<file path="src/rtl/extint_pkg.sv">
package extint_pkg;
  localparam int unsigned PIN_COUNT  = 4;
  localparam int unsigned REG_WIDTH  = 8;
  localparam int unsigned ADDR_WIDTH = 4;
  localparam int unsigned SYNC_DEPTH = 2;

  // register offsets within the word-addressed space
  localparam logic [ADDR_WIDTH-1:0] OFF_FLAG = 4'h0;
  localparam logic [ADDR_WIDTH-1:0] OFF_WAKE = 4'h4;
  localparam logic [ADDR_WIDTH-1:0] OFF_MODE = 4'h8;
  localparam logic [ADDR_WIDTH-1:0] OFF_POL  = 4'hC;

  // {mode, polarity} selects the sensing kind
  typedef enum logic [1:0] {
    SENSE_LOW  = 2'b00,
    SENSE_HIGH = 2'b01,
    SENSE_FALL = 2'b10,
    SENSE_RISE = 2'b11
  } sense_e;
endpackage

</file>
<file path="src/rtl/extint_sync.sv">
module extint_sync #(
  parameter int unsigned WIDTH  = 4,
  parameter int unsigned STAGES = 2
) (
  input  logic             clk,
  input  logic             rst_n,
  input  logic [WIDTH-1:0] d_i,
  output logic [WIDTH-1:0] q_o
);
  logic [WIDTH-1:0] stage_q [STAGES];

  // reset to ones: the idle (inactive) pin level
  always_ff @(posedge clk or negedge rst_n) begin
    if (!rst_n) begin
      for (int k = 0; k < STAGES; k++) stage_q[k] <= '1;
    end else begin
      stage_q[0] <= d_i;
      for (int k = 1; k < STAGES; k++) stage_q[k] <= stage_q[k-1];
    end
  end

  assign q_o = stage_q[STAGES-1];
endmodule

</file>
<file path="src/rtl/extint_detect.sv">
module extint_detect
  import extint_pkg::*;
(
  input  logic clk,
  input  logic rst_n,
  input  logic level_i,
  input  logic mode_i,
  input  logic pol_i,
  input  logic clr_i,
  output logic evt_o,
  output logic flag_o
);
  logic   prev_q;
  logic   flag_q;
  sense_e sense;

  assign sense = sense_e'({mode_i, pol_i});

  always_comb begin
    unique case (sense)
      SENSE_LOW:  evt_o = ~level_i;
      SENSE_HIGH: evt_o = level_i;
      SENSE_FALL: evt_o = prev_q & ~level_i;
      default:    evt_o = ~prev_q & level_i;
    endcase
  end

  // a set event wins over a clear in the same cycle
  always_ff @(posedge clk or negedge rst_n) begin
    if (!rst_n) begin
      prev_q <= 1'b1;
      flag_q <= 1'b0;
    end else begin
      prev_q <= level_i;
      flag_q <= evt_o | (flag_q & ~clr_i);
    end
  end

  assign flag_o = flag_q;
endmodule

</file>
<file path="src/rtl/extint_regs.sv">
module extint_regs
  import extint_pkg::*;
#(
  parameter int unsigned NPINS  = PIN_COUNT,
  parameter int unsigned REG_W  = REG_WIDTH,
  parameter int unsigned ADDR_W = ADDR_WIDTH
) (
  input  logic              clk,
  input  logic              rst_n,
  input  logic              wr_en,
  input  logic [ADDR_W-1:0] addr,
  input  logic [REG_W-1:0]  wr_data,
  input  logic [NPINS-1:0]  flags_i,
  output logic [NPINS-1:0]  wake_en_o,
  output logic [NPINS-1:0]  mode_o,
  output logic [NPINS-1:0]  pol_o,
  output logic [NPINS-1:0]  clr_o,
  output logic [REG_W-1:0]  rd_data
);
  logic [NPINS-1:0] wake_q, mode_q, pol_q;
  logic [NPINS-1:0] wdata_lo;
  logic             unused_rsv;

  assign wdata_lo   = wr_data[NPINS-1:0];
  assign unused_rsv = ^wr_data[REG_W-1:NPINS];

  always_ff @(posedge clk or negedge rst_n) begin
    if (!rst_n) begin
      wake_q <= '0;
      mode_q <= '0;
      pol_q  <= '0;
    end else if (wr_en) begin
      if (addr == OFF_WAKE) wake_q <= wdata_lo;
      if (addr == OFF_MODE) mode_q <= wdata_lo;
      if (addr == OFF_POL)  pol_q  <= wdata_lo;
    end
  end

  assign clr_o = (wr_en && addr == OFF_FLAG) ? wdata_lo : '0;

  always_comb begin
    unique case (addr)
      OFF_FLAG: rd_data = REG_W'(flags_i);
      OFF_WAKE: rd_data = REG_W'(wake_q);
      OFF_MODE: rd_data = REG_W'(mode_q);
      OFF_POL:  rd_data = REG_W'(pol_q);
      default:  rd_data = '0;
    endcase
  end

  assign wake_en_o = wake_q;
  assign mode_o    = mode_q;
  assign pol_o     = pol_q;
endmodule

</file>
<file path="src/rtl/extint_sense.sv">
module extint_sense
  import extint_pkg::*;
#(
  parameter int unsigned NPINS  = PIN_COUNT,
  parameter int unsigned REG_W  = REG_WIDTH,
  parameter int unsigned ADDR_W = ADDR_WIDTH,
  parameter int unsigned SYNC_N = SYNC_DEPTH
) (
  input  logic              clk,
  input  logic              rst_n,
  input  logic [NPINS-1:0]  pin_i,
  input  logic              wr_en,
  input  logic [ADDR_W-1:0] addr,
  input  logic [REG_W-1:0]  wr_data,
  output logic [REG_W-1:0]  rd_data,
  output logic [NPINS-1:0]  irq_o,
  output logic              wake_o
);
  logic [NPINS-1:0] pin_sync;
  logic [NPINS-1:0] flags_w, evt_w, clr_w;
  logic [NPINS-1:0] wake_en_w, mode_w, pol_w;

  extint_sync #(.WIDTH(NPINS), .STAGES(SYNC_N)) u_sync (
    .clk(clk), .rst_n(rst_n), .d_i(pin_i), .q_o(pin_sync)
  );

  extint_regs #(.NPINS(NPINS), .REG_W(REG_W), .ADDR_W(ADDR_W)) u_regs (
    .clk(clk), .rst_n(rst_n), .wr_en(wr_en), .addr(addr), .wr_data(wr_data),
    .flags_i(flags_w), .wake_en_o(wake_en_w), .mode_o(mode_w), .pol_o(pol_w),
    .clr_o(clr_w), .rd_data(rd_data)
  );

  for (genvar g = 0; g < NPINS; g++) begin : g_pin
    extint_detect u_det (
      .clk(clk), .rst_n(rst_n), .level_i(pin_sync[g]), .mode_i(mode_w[g]),
      .pol_i(pol_w[g]), .clr_i(clr_w[g]), .evt_o(evt_w[g]), .flag_o(flags_w[g])
    );
  end

  assign irq_o  = flags_w;
  assign wake_o = |(flags_w & wake_en_w);
endmodule

</file>
<file path="config.mk">
export PLATFORM = sky130hd
export DESIGN_NAME = extint_sense
export DESIGN_NICKNAME = d
export VERILOG_FILES = /design/src/rtl/extint_pkg.sv /design/src/rtl/extint_sync.sv /design/src/rtl/extint_detect.sv /design/src/rtl/extint_regs.sv /design/src/rtl/extint_sense.sv
export SDC_FILE = /design/constraint.sdc
export NUM_CORES = 1
export LEC_CHECK = 0
export ABC_AREA = 1
export BUFFER_PORTS_ARGS = -buffer_cell sky130_fd_sc_hd__buf_2
export CORE_MARGIN = 5
export CORE_UTILIZATION = 47
export CTS_BUF_LIST = sky130_fd_sc_hd__clkbuf_16
export DETAILED_ROUTE_END_ITERATION = 8
export GPL_ROUTABILITY_DRIVEN = 0
export HOLD_SLACK_MARGIN = 0.1
export PLACE_DENSITY = 0.82
export RECOVER_POWER = 25
export SYNTH_ARGS = -nofsm -noshare
export SYNTH_HDL_FRONTEND = slang
export SYNTH_SLANG_ARGS = --single-unit
</file>
<file path="constraint.sdc">
create_clock -name clk -period 0.9 [get_ports clk]
set_clock_uncertainty 0.05 [all_clocks]
set_input_delay 0.09 -clock clk [delete_from_list [all_inputs] [get_ports clk]]
set_output_delay 0.09 -clock clk [all_outputs]
set_load 0.1 [all_outputs]
</file>
# Word-level counts from Yosys, hierarchy flattened
# Cells that the tools add are included.
# word_totals
register_bits	28
in_bits	19
# classes
reduce_logical	10
mux	6
eq_ne	11
bitwise	29
# ops
cell	n
$pmux W4 S4	1
$and A1 B1 Y1	12
$not A1 Y1	12
$pmux W1 S3	4
$eq A2 B1 Y1 const B	4
$eq A2 B2 Y1 const B	4
$eq A4 B4 Y1 const B	2
$logic_not A2 Y1	4
$reduce_and A2 Y1	3
$and A4 B4 Y4	1
$eq A4 B3 Y1 const B	1
$logic_not A4 Y1	1
$mux W4	1
$or A1 B1 Y1	4
$reduce_or A4 Y1	1
$logic_and A1 B1 Y1	1

# Depth between registers and ports, before layout
# logic_depth
depth_word	6
depth_mapped	6
ltp_nobuf	6

# By module
# From an unflattened synthesis, not the netlist that was laid out.
# hier_totals
cells_unflattened	168
hier_area_um2	1378.8
# modules_own_cells
module	area_each_um2	n_inst	cells_each
extint_regs	739.5	1	99
extint_detect	91.3	4	12
extint_sync	240.2	1	12
extint_sense	33.8	1	9

# Least setup slack after synthesis
# OpenSTA, ideal clock, no wires.
# synth_path
path_kind	register to output
start	register g_pin[0].u_det.flag_q
end	output wake_o
path_stages_with_launch	3
n_path_buf	0
setup_slack_ps	-591
required_ps	760
arrival_ps	1351
cell_sequence	dfrtp_1 nand2_1 nand4_1
# synth_between
elab_chain_len	2
# synth_rtl
item	line	text
start: declaration	extint_detect.sv:14	logic flag_q;
start signal: assignment	extint_detect.sv:35	flag_q <= evt_o | (flag_q & ~clr_i);
$and A4 B4 Y4	extint_sense.sv:41	assign wake_o = |(flags_w & wake_en_w);
$reduce_or A4 Y1	extint_sense.sv:41	
end: declaration	extint_sense.sv:17	output logic wake_o
# Every way passes these cells.

# Worst setup path in the final report
# layout_path
start	register g_pin[1].u_det.flag_q
end	output wake_o
# layout_between
elab_chain_len	2
# layout_rtl
item	line
start: declaration	extint_detect.sv:14
start signal: assignment	extint_detect.sv:35
$and A4 B4 Y4	extint_sense.sv:41
$reduce_or A4 Y1	extint_sense.sv:41
# Every way passes these cells.

==> flow_summary.yaml <==
global_routing:
  grt_pass1_wl_mm: 6.42
  globalRouteTotalUtil_pct: 20.0
  grt_overflow: 0
  antenna_found_initial: 0
  grt_pass1_vias: 1317
  grt_max_degree: 29
synthesis:
  synthCells: 159
  synth_area_per_cell_um2: 8.70
  synth_compound_area_share_pct: 5.79
  seq_area_frac_synth_pct: 51.7
  ys_ff_latch: 28
  synth_simple_gate_area_share_pct: 29.5
  synth.distinct_cells: 15
  synth_top_family_by_area: "simple AND/OR/NAND/NOR gates"
  synthMuxAreaShare_pct: 0
  yosys_warnings: 0
  yosys.area_share.adder_pct: 0
  synthXorXnorAreaFrac_pct: 0
  syn_area_mm2: 0.00138
drt:
  route.detailed.drc: 0
  postRouteAntennaNets: 0
  vias: 1316
  dr.pass1.iters: 4
  viasPerCell: 5.42
  wire_per_inst_um: 15.9
  drt_wl_total_mm: 3.86
  drtIter0Drc: 113
final_layout:
  fill_cells: 186
  layout-drive-gt1-share_pct: 46.2
  diodes: 0
  fin_nets: 232
  layoutNonFillerInstCount: 243
  area_growth_pct: 51.4
die:
  die_height_um: 64.3
  rows: 19
  die_area_mm2: 0.00413
  coreArea_mm2: 0.00278
  fp.dieW_um: 64.3
  initial_utilization_pct: 49.8
  ioPinCount: 32
setup_path:
  crit_fanout: 3
  rr_worst_depth: 5
  worstPathRequired_ps: 760
  endpoint: "wake_o"
  regToRegSetupSlack_ps: -140
  r2r_end: "g_pin[2].u_det.flag_o"
  crit_type: "reg2out"
  critical_path_arrival_ps: 1220
  cp-end-kind: "output pin"
  r2r-start: "g_pin[2].u_det.prev_q"
  critPathLaunch: "g_pin[1].u_det.flag_o"
  start_kind: "flip-flop"
power:
  ir_worst_vdd_mv: 2.06
  p_leak_uw: 0.000996
  powerDensity_mw_per_mm2: 1820
run_status:
  failed_checks: "negative setup slack"
  status: "finished, violations left"
sta:
  setup_viol: 13
  fmax_mhz: 738
  grt_setup_unrepaired: "yes"
  min_period_ps: 1360
  setup_tns_ps: -3530
  slew_violations: 0
  fin_crit_sh_pct: 151
  final_hold_viol_count: 0
  setup_ws_ps: -456
cts:
  cts_buffer_depth: 2
  insertion_delay_ps: 260
  path_clk_slew_ps: 60
  cts_tree: "built"
  htreeDepth: 1
  root_buffer: "clkbuf_16"
  cts_made_buffers: 3
  cts.sinks: 28
placement:
  placed_cells: 224
  hpwl_mm: 2.24
  portBuffers: 23
worst_hold_path:
  hp-class: "in2reg"
run:
  max_cap_viol_count: 0
## synth_stat cells, drive strengths merged
cell	number	area share [%]
inv	23	6.2
conb	1	0.27
nand2	45	12
nand3	23	11
nor2	8	4.0
dfstp	12	23
buf	10	6.5
dfrtp	16	29
o21ai	16	5.8
nand4	5	2.3
## critical path, stage by stage, from the launching register on
cell and delay [ps]:
dfrtp_1 400, nand2_1 100, nand4_1 210, buf_12 240
## how the worst min path moves through the flow
stage	from	to	slack, ps	cells after the start
global placement	rst_n	g_pin[2].u_det.flag_o	-9	2
CTS	wr_en	g_pin[3].u_det.flag_o	190	4
detailed placement	rst_n	u_regs.mode_o[2]	-6	2
floorplan	rst_n	g_pin[0].u_det.flag_o	-260	0
finish	wr_en	g_pin[0].u_det.flag_o	200	4
global route	wr_en	g_pin[0].u_det.flag_o	210	4
## report_power, final
| part | leakage, µW | switching [µW] | total, µW | internal (µW) |
|---|---|---|---|---|
| sequential | 0.000314 | 121 | 1550 | 1420 |
| clock | 0.0000385 | 413 | 1010 | 596 |
| combinational | 0.000643 | 761 | 1260 | 504 |
| total | 0.000996 | 1300 | 3820 | 2520 |
## sequential cells by signal, indices dropped and copies added (netlist names)
name                flops
u_regs.wake_en_o        4
u_regs.pol_o            4
u_sync.q_o              4
g_pin.u_det.flag_o      4
u_regs.mode_o           4
u_sync.stage_q          4
g_pin.u_det.prev_q      4
## layer usage
metal	global-route usage [%]	part of all wire (%)	vias up
li1	-	-	603
met1	24.1	38	619
met2	34.1	49	73
met3	4.03	6.8	21
met4	9.41	5.9	0
met5	0	0	-
## area by class of cell
type	instances	area (µm²)	share of cell area, %
Multi-Input combinational cell	101	619	29.6
Sequential cell	28	716	34.2
Inverter	23	86.3	4.12
Clock inverter	1	3.75	0.179
Tap cell	31	38.8	1.85
Timing Repair Buffer	56	556	26.5
Clock buffer	3	75.1	3.58
## layout by cell type (no fill, tap or decap), types with 10 or more instances in the layout
cell     count
buf_12      10
buf_2       14
buf_4       16
dfrtp_1     16
dfstp_2     12
inv_1       10
inv_2       13
nand2_1     38
nand3_1     17
o21ai_1     13
## per-stage QoR
| step | util, % | total power (µW) | setup WS (ps) | instance area, µm² | hold WS (ps) |
|---|---|---|---|---|---|
| 2_1_floorplan | - | 2210 | -583 | 1470 | -256 |
| 3_3_place_gp | 65.6 | 2580 | -193 | 1820 | -8.52 |
| 3_5_place_dp | 65.6 | 2630 | -225 | 1820 | -6.13 |
| 4_1_cts | 73.5 | 3710 | -409 | 2040 | 191 |
| 5_1_grt | 75.3 | 4000 | -493 | 2090 | 206 |
| 6_report | 75.3 | 3820 | -456 | 2090 | 196 |
## cell families after synthesis
group | count (synthesis)
other | 1
buffers and inverters | 33
flip-flops | 28
AND/OR/NAND/NOR | 81
AO/OA/AOI/OAI | 16
## repair_timing
action                                  in CTS  in global routing
buffers inserted                             7                  5
gates resized for setup                      4                 17
pin swaps                                   13                 12
endpoints found under the hold margin       45                  0
endpoints found under the setup margin      13                 19
hold buffers                                 9                  0
Note: power is estimated with default switching activity, not from simulation.
